<file path="config.mk">
export PLATFORM = sky130hd
export DESIGN_NAME = subarray_test_seq
export DESIGN_NICKNAME = d
export VERILOG_FILES = /design/src/rtl/sts_pkg.sv /design/src/rtl/sts_stim_store.sv /design/src/rtl/sts_tile_drive.sv /design/src/rtl/sts_resp_check.sv /design/src/rtl/subarray_test_seq.sv
export SDC_FILE = /design/constraint.sdc
export NUM_CORES = 1
export LEC_CHECK = 0
export ABC_AREA = 1
export BUFFER_PORTS_ARGS = -buffer_cell sky130_fd_sc_hd__buf_2
export CELL_PAD_IN_SITES_DETAIL_PLACEMENT = 1
export CELL_PAD_IN_SITES_GLOBAL_PLACEMENT = 2
export CORE_MARGIN = 2
export CORE_UTILIZATION = 42
export CTS_BUF_LIST = sky130_fd_sc_hd__clkbuf_8 sky130_fd_sc_hd__clkbuf_16
export DETAILED_ROUTE_END_ITERATION = 8
export PLACE_DENSITY_LB_ADDON = 0.1
export SYNTH_ARGS = -nofsm -noshare
export SYNTH_HDL_FRONTEND = slang
export SYNTH_SLANG_ARGS = --single-unit
export TNS_END_PERCENT = 10
</file>
<file path="constraint.sdc">
create_clock -name clk -period 10.7 [get_ports clk]
set_input_delay 1.07 -clock clk [delete_from_list [all_inputs] [get_ports clk]]
set_output_delay 1.07 -clock clk [all_outputs]
set_load 0.05 [all_outputs]
</file>
<file path="src/rtl/sts_pkg.sv">
package sts_pkg;

   typedef enum logic [1:0] {
      ST_IDLE = 2'd0,
      ST_RST  = 2'd1,
      ST_CTRL = 2'd2,
      ST_OBS  = 2'd3
   } sts_state_e;

   localparam logic [1:0] SEL_PATTERN  = 2'd0;
   localparam logic [1:0] SEL_BOUNDARY = 2'd1;
   localparam logic [1:0] SEL_EXPECT   = 2'd2;

   // Pattern index for a window-local cell when the centre is moved to offset off.
   function automatic int tile_pos(input int loc, input int off, input int m);
      int s;
      int p;
      s = 2 * m + 1;
      p = loc + s + m - off;
      if (p >= s) p = p - s;
      if (p >= s) p = p - s;
      return p;
   endfunction

   // Whether pattern position p carries a meaningful bit at step k.
   function automatic bit in_window(input int k, input int p, input int m);
      return (p >= k) && (p <= 2 * m - k) && (((p - k) % 2) == 0);
   endfunction

endpackage

</file>
<file path="src/rtl/sts_stim_store.sv">
module sts_stim_store #(
   parameter int M  = 2,
   parameter int S  = 5,
   parameter int AW = 6,
   parameter int SW = 1,
   parameter int OW = 3
) (
   input  logic          clk,
   input  logic          rst_n,
   input  logic          wr_ok,
   input  logic [1:0]    wr_sel,
   input  logic [AW-1:0] wr_addr,
   input  logic [S-1:0]  wr_data,
   input  logic [SW-1:0] step,
   input  logic [OW-1:0] off,
   output logic [S-1:0]  pat_row,
   output logic [1:0]    bnd_bits
);
   localparam int BN = S * M;
   localparam int BW = $clog2(BN);

   logic [S-1:0] pat_mem [M];
   logic [1:0]   bnd_mem [BN];
   logic [BW-1:0] bidx;

   always_ff @(posedge clk or negedge rst_n) begin
      if (!rst_n) begin
         for (int k = 0; k < M; k++) pat_mem[k] <= '0;
         for (int e = 0; e < BN; e++) bnd_mem[e] <= '0;
      end else if (wr_ok) begin
         if (wr_sel == sts_pkg::SEL_PATTERN && int'(wr_addr) < M)
            pat_mem[SW'(wr_addr)] <= wr_data;
         else if (wr_sel == sts_pkg::SEL_BOUNDARY && int'(wr_addr) < BN)
            bnd_mem[BW'(wr_addr)] <= wr_data[1:0];
      end
   end

   assign bidx     = BW'(int'(off) * M + int'(step));
   assign pat_row  = pat_mem[step];
   assign bnd_bits = bnd_mem[bidx];

endmodule

</file>
<file path="src/rtl/sts_tile_drive.sv">
module sts_tile_drive #(
   parameter int M  = 2,
   parameter int N  = 12,
   parameter int S  = 5,
   parameter int SW = 1,
   parameter int OW = 3
) (
   input  logic          en,
   input  logic [SW-1:0] step,
   input  logic [OW-1:0] off,
   input  logic [S-1:0]  pat_row,
   output logic [N-1:0]  arr_vert
);
   localparam int PW = $clog2(S);

   for (genvar c = 0; c < N; c++) begin : g_cell
      localparam int LOC = c % S;
      int pos;
      assign pos = sts_pkg::tile_pos(LOC, int'(off), M);
      assign arr_vert[c] = en
                           && sts_pkg::in_window(int'(step), pos, M)
                           && pat_row[PW'(pos)];
   end

endmodule

</file>
<file path="src/rtl/sts_resp_check.sv">
module sts_resp_check #(
   parameter int N  = 12,
   parameter int S  = 5,
   parameter int AW = 6,
   parameter int OW = 3,
   parameter int CW = 4
) (
   input  logic          clk,
   input  logic          rst_n,
   input  logic          wr_ok,
   input  logic [AW-1:0] wr_addr,
   input  logic [1:0]    wr_data,
   input  logic          clear,
   input  logic          active,
   input  logic          last,
   input  logic [OW-1:0] off,
   input  logic [CW-1:0] obs,
   input  logic          lo,
   input  logic          ro,
   output logic          fail,
   output logic [OW-1:0] fail_offset,
   output logic [CW-1:0] fail_cycle,
   output logic [S-1:0]  pass_vec
);
   localparam int EN = S * N;
   localparam int EW = $clog2(EN);

   logic [1:0]    exp_mem [EN];
   logic [EW-1:0] ridx;
   logic          mism;
   logic          err_cur;

   always_ff @(posedge clk) begin
      if (wr_ok && int'(wr_addr) < EN)
         exp_mem[EW'(wr_addr)] <= wr_data;
   end

   assign ridx = EW'(int'(off) * N + int'(obs));
   assign mism = active && ({lo, ro} != exp_mem[ridx]);

   always_ff @(posedge clk or negedge rst_n) begin
      if (!rst_n) begin
         fail        <= 1'b0;
         fail_offset <= '0;
         fail_cycle  <= '0;
         pass_vec    <= '0;
         err_cur     <= 1'b0;
      end else if (clear) begin
         fail        <= 1'b0;
         fail_offset <= '0;
         fail_cycle  <= '0;
         pass_vec    <= '0;
         err_cur     <= 1'b0;
      end else begin
         if (mism && !fail) begin
            fail        <= 1'b1;
            fail_offset <= off;
            fail_cycle  <= obs;
         end
         if (active) begin
            if (last) begin
               pass_vec[off] <= !(err_cur || mism);
               err_cur       <= 1'b0;
            end else if (mism) begin
               err_cur <= 1'b1;
            end
         end
      end
   end

   // once set, the flag and its record persist until a new run clears them
   a_r7_fail_sticky: assert property (@(posedge clk) disable iff (!rst_n)
      (fail && !clear) |=> fail);
   a_r7_record_held: assert property (@(posedge clk) disable iff (!rst_n)
      (fail && !clear) |=> ($stable(fail_offset) && $stable(fail_cycle)));
   // pass bits only change at the close of an observation phase or on clear
   a_r8_pass_update: assert property (@(posedge clk) disable iff (!rst_n)
      (!clear && !(active && last)) |=> $stable(pass_vec));

endmodule

</file>
<file path="src/rtl/subarray_test_seq.sv">
module subarray_test_seq #(
   parameter int M = 2,
   parameter int N = 12,
   localparam int S  = 2 * M + 1,
   localparam int AW = $clog2(S * N),
   localparam int OW = $clog2(S),
   localparam int CW = $clog2(N)
) (
   input  logic          clk,
   input  logic          rst_n,
   input  logic          start,
   output logic          busy,
   output logic          done,
   input  logic          wr_en,
   input  logic [1:0]    wr_sel,
   input  logic [AW-1:0] wr_addr,
   input  logic [S-1:0]  wr_data,
   output logic          arr_rst,
   output logic [N-1:0]  arr_vert,
   output logic          arr_left_in,
   output logic          arr_right_in,
   input  logic          arr_left_out,
   input  logic          arr_right_out,
   output logic          fail,
   output logic [OW-1:0] fail_offset,
   output logic [CW-1:0] fail_cycle,
   output logic [S-1:0]  pass_vec
);
   import sts_pkg::*;

   localparam int SW = (M > 1) ? $clog2(M) : 1;
   localparam logic [SW-1:0] LAST_STEP = SW'(M - 1);
   localparam logic [CW-1:0] LAST_OBS  = CW'(N - 1);
   localparam logic [OW-1:0] LAST_OFF  = OW'(S - 1);

   if (M < 1) begin : g_bad_m
      $error("subarray_test_seq: M must be at least 1");
   end
   if (N < S) begin : g_bad_n
      $error("subarray_test_seq: N must cover at least one window of 2M+1 cells");
   end

   sts_state_e    st;
   logic [OW-1:0] off;
   logic [SW-1:0] step;
   logic [CW-1:0] obs;
   logic          done_q;
   logic          accept;
   logic          in_ctrl;
   logic          in_obs;
   logic [S-1:0]  pat_row;
   logic [1:0]    bnd_bits;
   logic          wr_stim;
   logic          wr_exp;

   assign accept  = (st == ST_IDLE) && start;
   assign in_ctrl = (st == ST_CTRL);
   assign in_obs  = (st == ST_OBS);
   assign busy    = (st != ST_IDLE);
   assign done    = done_q;
   assign wr_stim = wr_en && !busy;
   assign wr_exp  = wr_en && !busy && (wr_sel == SEL_EXPECT);

   always_ff @(posedge clk or negedge rst_n) begin
      if (!rst_n) begin
         st     <= ST_IDLE;
         off    <= '0;
         step   <= '0;
         obs    <= '0;
         done_q <= 1'b0;
      end else begin
         unique case (st)
            ST_IDLE: if (start) begin
               st     <= ST_RST;
               off    <= '0;
               done_q <= 1'b0;
            end
            ST_RST: begin
               st   <= ST_CTRL;
               step <= '0;
            end
            ST_CTRL: if (step == LAST_STEP) begin
               st  <= ST_OBS;
               obs <= '0;
            end else begin
               step <= step + 1'b1;
            end
            ST_OBS: if (obs == LAST_OBS) begin
               if (off == LAST_OFF) begin
                  st     <= ST_IDLE;
                  done_q <= 1'b1;
               end else begin
                  st  <= ST_RST;
                  off <= off + 1'b1;
               end
            end else begin
               obs <= obs + 1'b1;
            end
            default: st <= ST_IDLE;
         endcase
      end
   end

   assign arr_rst      = (st == ST_RST);
   assign arr_left_in  = in_ctrl && bnd_bits[1];
   assign arr_right_in = in_ctrl && bnd_bits[0];

   sts_stim_store #(.M(M), .S(S), .AW(AW), .SW(SW), .OW(OW)) i_store (
      .clk      (clk),
      .rst_n    (rst_n),
      .wr_ok    (wr_stim),
      .wr_sel   (wr_sel),
      .wr_addr  (wr_addr),
      .wr_data  (wr_data),
      .step     (step),
      .off      (off),
      .pat_row  (pat_row),
      .bnd_bits (bnd_bits)
   );

   sts_tile_drive #(.M(M), .N(N), .S(S), .SW(SW), .OW(OW)) i_tile (
      .en       (in_ctrl),
      .step     (step),
      .off      (off),
      .pat_row  (pat_row),
      .arr_vert (arr_vert)
   );

   sts_resp_check #(.N(N), .S(S), .AW(AW), .OW(OW), .CW(CW)) i_check (
      .clk         (clk),
      .rst_n       (rst_n),
      .wr_ok       (wr_exp),
      .wr_addr     (wr_addr),
      .wr_data     (wr_data[1:0]),
      .clear       (accept),
      .active      (in_obs),
      .last        (obs == LAST_OBS),
      .off         (off),
      .obs         (obs),
      .lo          (arr_left_out),
      .ro          (arr_right_out),
      .fail        (fail),
      .fail_offset (fail_offset),
      .fail_cycle  (fail_cycle),
      .pass_vec    (pass_vec)
   );

   // array reset is a single-cycle pulse followed by the first control step
   a_r2_rst_pulse: assert property (@(posedge clk) disable iff (!rst_n)
      arr_rst |=> (!arr_rst && in_ctrl && step == '0));
   // observation is entered only from the last control step
   a_r2_ctrl_len: assert property (@(posedge clk) disable iff (!rst_n)
      (in_obs && $past(in_ctrl)) |-> ($past(step) == LAST_STEP));
   // nothing is driven into the array while observing
   a_r6_obs_quiet: assert property (@(posedge clk) disable iff (!rst_n)
      in_obs |-> (arr_vert == '0 && !arr_left_in && !arr_right_in));
   // done and busy never overlap
   a_r9_done_idle: assert property (@(posedge clk) disable iff (!rst_n)
      done |-> !busy);
   // offset counter stays inside the window
   a_r2_off_range: assert property (@(posedge clk) disable iff (!rst_n)
      int'(off) < S);

endmodule

</file>
**After elaboration in Yosys (flattened, before gate mapping)**

Memories as Yosys holds them, arrays and structs flattened.
Cells that the tools add are included.
Widths: inputs -> output; s select.

- Add/sub/neg operators: 26
- Multipliers: 1
- Magnitude comparators: 36
- Eq/ne operators: 14
- Multiplexer cells: 73
- Bitwise operators: 10
- Reduce and logical (&&, ||, !) cells: 60

Operators by type and width:

| operator | count |
|---|---|
| $mux 32 | 10 |
| $ge 32x4->1 const B | 9 |
| $sub 32x4->32 const B | 9 |
| $ge 32x2->1 | 5 |
| $le 32x32->1 | 5 |
| $logic_not 32->1 | 5 |
| $sub 32x2->32 | 5 |
| $mux 5 | 7 |
| $logic_and 1x1->1 | 33 |
| $lt 3x5->1 const B | 5 |
| $mux 1 | 24 |
| $bwmux 20 | 1 |
| $sub 4x3->5 const A | 4 |
| $mux 4 | 4 |
| $bmux 1 s3 | 5 |
| $mux 3 | 5 |
| $reduce_bool 2->1 | 7 |
| $mux 2 | 6 |
| $ne 2x2->1 const B | 6 |
| $bwmux 10 | 1 |
| $ge 5x5->1 const B | 2 |
| $not 4->5 | 2 |
| $reduce_and 3->1 | 3 |
| $bmux 2 s4 | 1 |
| other kinds (40) | 56 |

- Register bits after elaboration: 55
- Memory bits (writable): 120
- Bits of input ports: 19
- Output and inout port bits: 30
- Logic and storage cells: 243
- Memories kept: 1

Memories:

| name | depth | width | read ports | clocked after memory_dff | wr ports | line | RTL |
|---|---|---|---|---|---|---|---|
| i_check.exp_mem | 60 | 2 | 1 | 0 | 1 | sts_resp_check.sv:28 | `logic [1:0] exp_mem [EN];` |

**Longest topological paths before layout**

- Depth in word-level cells: 11
- Mapped depth: 28
- Gate-level depth less buffers: 27

**Modules after synthesis**

Synthesis repeated with hierarchy kept, for this count alone.

- Cells, all modules: 1438
- Area, all modules: 11626.2 um^2

By module, submodules not included:

| module | instances | cells an instance | area each (um^2) | sequential area each (um^2) |
|---|---|---|---|---|
| sts_resp_check | 1 | 603 | 6216.0 | 3953.8 |
| sts_tile_drive | 1 | 486 | 2961.6 | 0.0 |
| sts_stim_store | 1 | 240 | 1670.4 | 750.7 |
| subarray_test_seq | 1 | 109 | 778.2 | 275.3 |

**Worst setup path before layout**

No wires, ideal clock.

- Path type: flip-flop to output port
- Start: reg off[1]
- End: out arr_vert[10]
- Data arrival time: 4.559 ns
- Required time: 9.630 ns
- Slack: 5.071 ns
- Cell stages (with the launch flop): 24
- Buffers on the path: 1
- Path through: dfrtp_1 inv_1 ha_1 inv_1 nand2_2 o21ai_1 a21oi_1 nor2_1 inv_1 ha_1 xnor2_1 xnor2_1 inv_1 nand2_4 nand2_1 xor2_1 inv_1 ha_1 o21ai_0 a32oi_1 o21ai_1 nand3_1 nor2_1 buf_4

- Longest elaborated chain between the ends: 11
- Elaborated cells on any way between the ends: 19
- Those cells by class: 4 x add/sub; 4 x order compare; 5 x mux; 1 x bitwise; 5 x reduce/logical

RTL lines:

| what | line | RTL |
|---|---|---|
| start: declaration | subarray_test_seq.sv:44 | `logic [OW-1:0] off;` |
| start signal: assignment | subarray_test_seq.sv:94 | `off <= off + 1'b1;` |
| $sub 3x3->4 (*) | - |  |
| $sub 4x4->5 or $ge 4x4->1 (tied branches) | - |  |
| $mux 32 (*) | - |  |
| $sub 32x4->32 or $ge 32x4->1 (tied branches) | - |  |
| $mux 32 (*) | - |  |
| $sub 32x2->32 | - |  |
| $and 1x1->1 (no source line) | - |  |
| $logic_not 32->1 | - |  |
| $logic_and 1x1->1 (2 in series) | - |  |
| $logic_and 1x1->1 (*) | - |  |
| end: declaration | subarray_test_seq.sv:19 | `output logic [N-1:0] arr_vert,` |

Mark *: on every way between the ends. The rest lies on a longest branch, timed or not. The select of a mux whose other input is x is not followed.

**Final worst setup path**

- Start: reg off[1]
- End: out arr_vert[7]

- Longest elaborated chain between the ends: 11
- Elaborated cells on any way between the ends: 19
- Those cells by class: 4 x add/sub; 4 x order compare; 5 x mux; 1 x bitwise; 5 x reduce/logical

RTL lines:

| what | line | RTL |
|---|---|---|
| $sub 4x3->5 (*) | sts_pkg.sv:19 | `p = loc + s + m - off;` |
| $sub 32x4->32 or $ge 32x4->1 (tied branches) | sts_pkg.sv:20 | `if (p >= s) p = p - s;` |
| $mux 32 (*) | sts_pkg.sv:20 |  |
| $sub 32x4->32 or $ge 32x4->1 (tied branches) | sts_pkg.sv:21 | `if (p >= s) p = p - s;` |
| $mux 32 (*) | sts_pkg.sv:21 |  |
| $sub 32x2->32 | sts_pkg.sv:27 | `return (p >= k) && (p <= 2 * m - k) && (((p - k) % 2) == 0);` |
| $and 1x1->1 (no source line) | - |  |
| $logic_not 32->1 | sts_pkg.sv:27 |  |
| $logic_and 1x1->1 | sts_pkg.sv:27 |  |
| $logic_and 1x1->1 | sts_tile_drive.sv:21 | `&& sts_pkg::in_window(int'(step), pos, M)` |
| $logic_and 1x1->1 (*) | sts_tile_drive.sv:22 | `&& pat_row[PW'(pos)];` |

Marked as above.

==> results.cfg <==
[route]
wl_per_cell_um = 18.1
drc = 0
ant_nets = 0
via_count = 8374
finalWirelength_um = 28500
avgViaCountPerCell = 5.33
drt_iter0_drc = 606
dr.pass1.iters = 5

[clocking]
cts_resized = 0
path_clk_slew_ns = 0.07
clock-sinks = 175
postCtsHoldBufs = 0
cts.path.max_buffers = 2
postCtsSetupBuffers = 0
insertion_delay_ns = 0.44
cts_tree = yes
htreeDepth = 4
cts_buffers = 17
cts-root-buf = clkbuf_16

[setup_path]
critPathKind = reg2out
endpoint_kind = output pin
cp.arrival_ns = 5.13
critPathRequiredTime_ns = 9.63
crit_fanout = 13
start_kind = flop
startpoint = off[1]
timing.rr.start = off[1]

[synth]
synth_area_mm2 = 0.0103
netlist_top_cells_count = 306 x nand2_1, 150 x nand3_1, 121 x nor2_1
yosys_warnings = 0
synth_seq_cells = 175
synth_top_family_by_area = simple AND/OR/NAND/NOR gates
synth-compound-area-share_pct = 8.17
synth_cells = 1206
synthTopCellsByArea = edfxtp_1 35%, dfrtp_1 13%, nand2_1 11%
synth_xor_area_share_pct = 1.98
synth_seq_area_share_pct = 48.2
synth_top_area_share_pct = 34.9
synth_top_area_cell = edfxtp_1
synth_mux_area_share_pct = 0.0970
ys_types = 50
yosysMostFrequentCell = nand2_1
synth_flop_cell = edfxtp_1
synth-simple-area-share_pct = 27.3
synth_adder_area_share_pct = 7.61
synth-async-reset-ratio_pct = 31.4
synth_nets = 1286
syn_avg_cell_area_um2 = 8.56
synth-edff-count = 120

[final_layout]
drive_gt1_share_pct = 11.4
finish.utilization_pct = 46.9
area_growth_pct = 10.1
regArea_mm2 = 0.00498
antenna_cells = 0
nets = 1315
multi_input_area_mm2 = 0.00466
fillers = 2896

[floorplan]
start_util_pct = 42.6
die_w_um = 161
dieArea_mm2 = 0.0258
die_h_um = 161
core_mm2 = 0.0242
rows = 57
pin_count = 49

[timing]
slew-limit-headroom_pct = 25.4
finClkSkew_ns = 0.0137
tightest_slew_ns = 1.12
timing.fmax_ghz = 0.161
fin_tns_setup_ns = 0
report.final.setup_viol = 0
rsz0062_at_grt = no
hold_violations = 0
period_minus_slack_ns = 6.20
holdWs_ns = 0.487
slew_viol_final = 0
fin_crit_sh_pct = 57.9

[place]
portBuffers = 48
post-dp-hpwl_um = 20000
gp_congestion = 0.781

[power]
p_leak_nw = 4.89
irDropWorstVdd_mv = 0.124
p_int_mw = 1.06
clockPowerShare_pct = 45.1
power_mw = 1.38
power_density_mw_per_mm2 = 121
power_frac_comb_pct = 2.3
switching_share_pct = 23.0
seqPwrFrac_pct = 52.6
p_sw_mw = 0.317

[global_route]
grt_start_max_net_pins = 65
grtUsageTotal_pct = 23.0
grt_pass1_vias = 8581
overflow = 0
antenna_found_initial = 0
grt_pass1_wl_um = 46700

[hold_path]
hp-class = reg2reg
hold_start = i_store.bnd_mem[15]

[outcome]
status = finished, final reports clean

[run]
max_cap_violations = 0
[worst paths after layout]
check	to	slack, ns	cells after the start
hold / removal	i_store.bnd_mem[15]	0.49	2
min in group asynchronous	i_check.fail_cycle[0]	0.78	2
max in group asynchronous	obs[0]	9.40	2
hold reg to reg	i_store.bnd_mem[15]	0.49	2
setup reg to reg	i_check.fail_cycle[3]	6.68	17
setup / recovery	arr_vert[7]	4.50	27
[state kept, by name (all words and copies together) (netlist names), 2 cells and up]
signal / count
i_check.exp_mem: 120
i_check.fail_cycle: 4
i_check.fail_offset: 3
i_check.pass_vec: 5
i_store.bnd_mem: 20
i_store.pat_mem: 10
obs: 4
off: 3
st: 2
[cell usage in the layout (no fill, tap or decap), types with 12 or more instances in the layout]
master,synthesis,routed
nand2_1,306,306
ha_1,58,58
edfxtp_1,120,120
o21ai_0,69,69
nand2_2,13,13
dfrtp_1,55,54
nand3_1,150,150
a21oi_1,38,38
nand4_1,12,12
buf_2,18,48
clkbuf_16,0,17
nor2_1,121,121
inv_1,108,109
[cell families (layout without fill, tap and decap cells)]
group,Yosys count,count (layout)
fa+ha+maj,61,61
flops,175,175
mux,1,1
buf+inv,163,205
simple gates,640,640
xor+xnor,19,19
compound gates,147,147
[power groups by stage]
stage	clock, mW	sequential, mW	combinational (mW)
6_report	0.621	0.725	0.0313
3_3_place_gp	0	0.739	0.0315
4_1_cts	0.631	0.725	0.0320
3_5_place_dp	0	0.739	0.0319
5_1_grt	0.654	0.724	0.0357
2_1_floorplan	0	0.739	0.00935
[critical path: stages, from the launching register on]
cell      delay [ns]
dfrtp_1         0.55
inv_1           0.48
ha_1            0.24
inv_1           0.05
fa_1            0.38
inv_1           0.10
nand2_2         0.14
o21ai_0         0.23
inv_1           0.11
ha_1            0.23
inv_1           0.06
nand2_1         0.08
nand2_1         0.08
o21ai_1         0.09
nand2_2         0.19
inv_1           0.06
o21ai_1         0.17
inv_1           0.09
ha_1            0.30
a21oi_1         0.17
a21o_1          0.10
nand3_1         0.07
a31oi_1         0.15
nand3b_1        0.10
a21oi_1         0.13
nand2_1         0.07
inv_1           0.05
buf_2           0.25
[metal layers]
metal | track usage [%] | vias up | routed length, µm
met5 | 0 | - | 0
met4 | 5.11 | 0 | 374
met3 | 3.43 | 30 | 1090
met2 | 35.5 | 164 | 12600
met1 | 34.3 | 4087 | 14400
li1 | - | 4093 | -
[layout make-up]
| type | count | share of cell area [%] |
|---|---|---|
| Sequential cell | 175 | 43.8 |
| Multi-Input combinational cell | 868 | 41.0 |
| Clock inverter | 15 | 1.37 |
| Clock buffer | 17 | 3.74 |
| Tap cell | 324 | 3.57 |
| Timing Repair Buffer | 55 | 2.58 |
| Inverter | 118 | 3.90 |
[through the flow]
stage / cell area (µm²) / setup WS, ns / std cells
6_report: 11400 / 4.50 / 1572
5_1_grt: 11400 / 4.06 / 1572
4_1_cts: 11400 / 4.51 / 1572
3_5_place_dp: 10800 / 5.00 / 1540
3_3_place_gp: 10800 / 5.15 / 1540
2_1_floorplan: 10300 / 5.07 / 1206
Note: power is estimated with default switching activity, not from simulation.
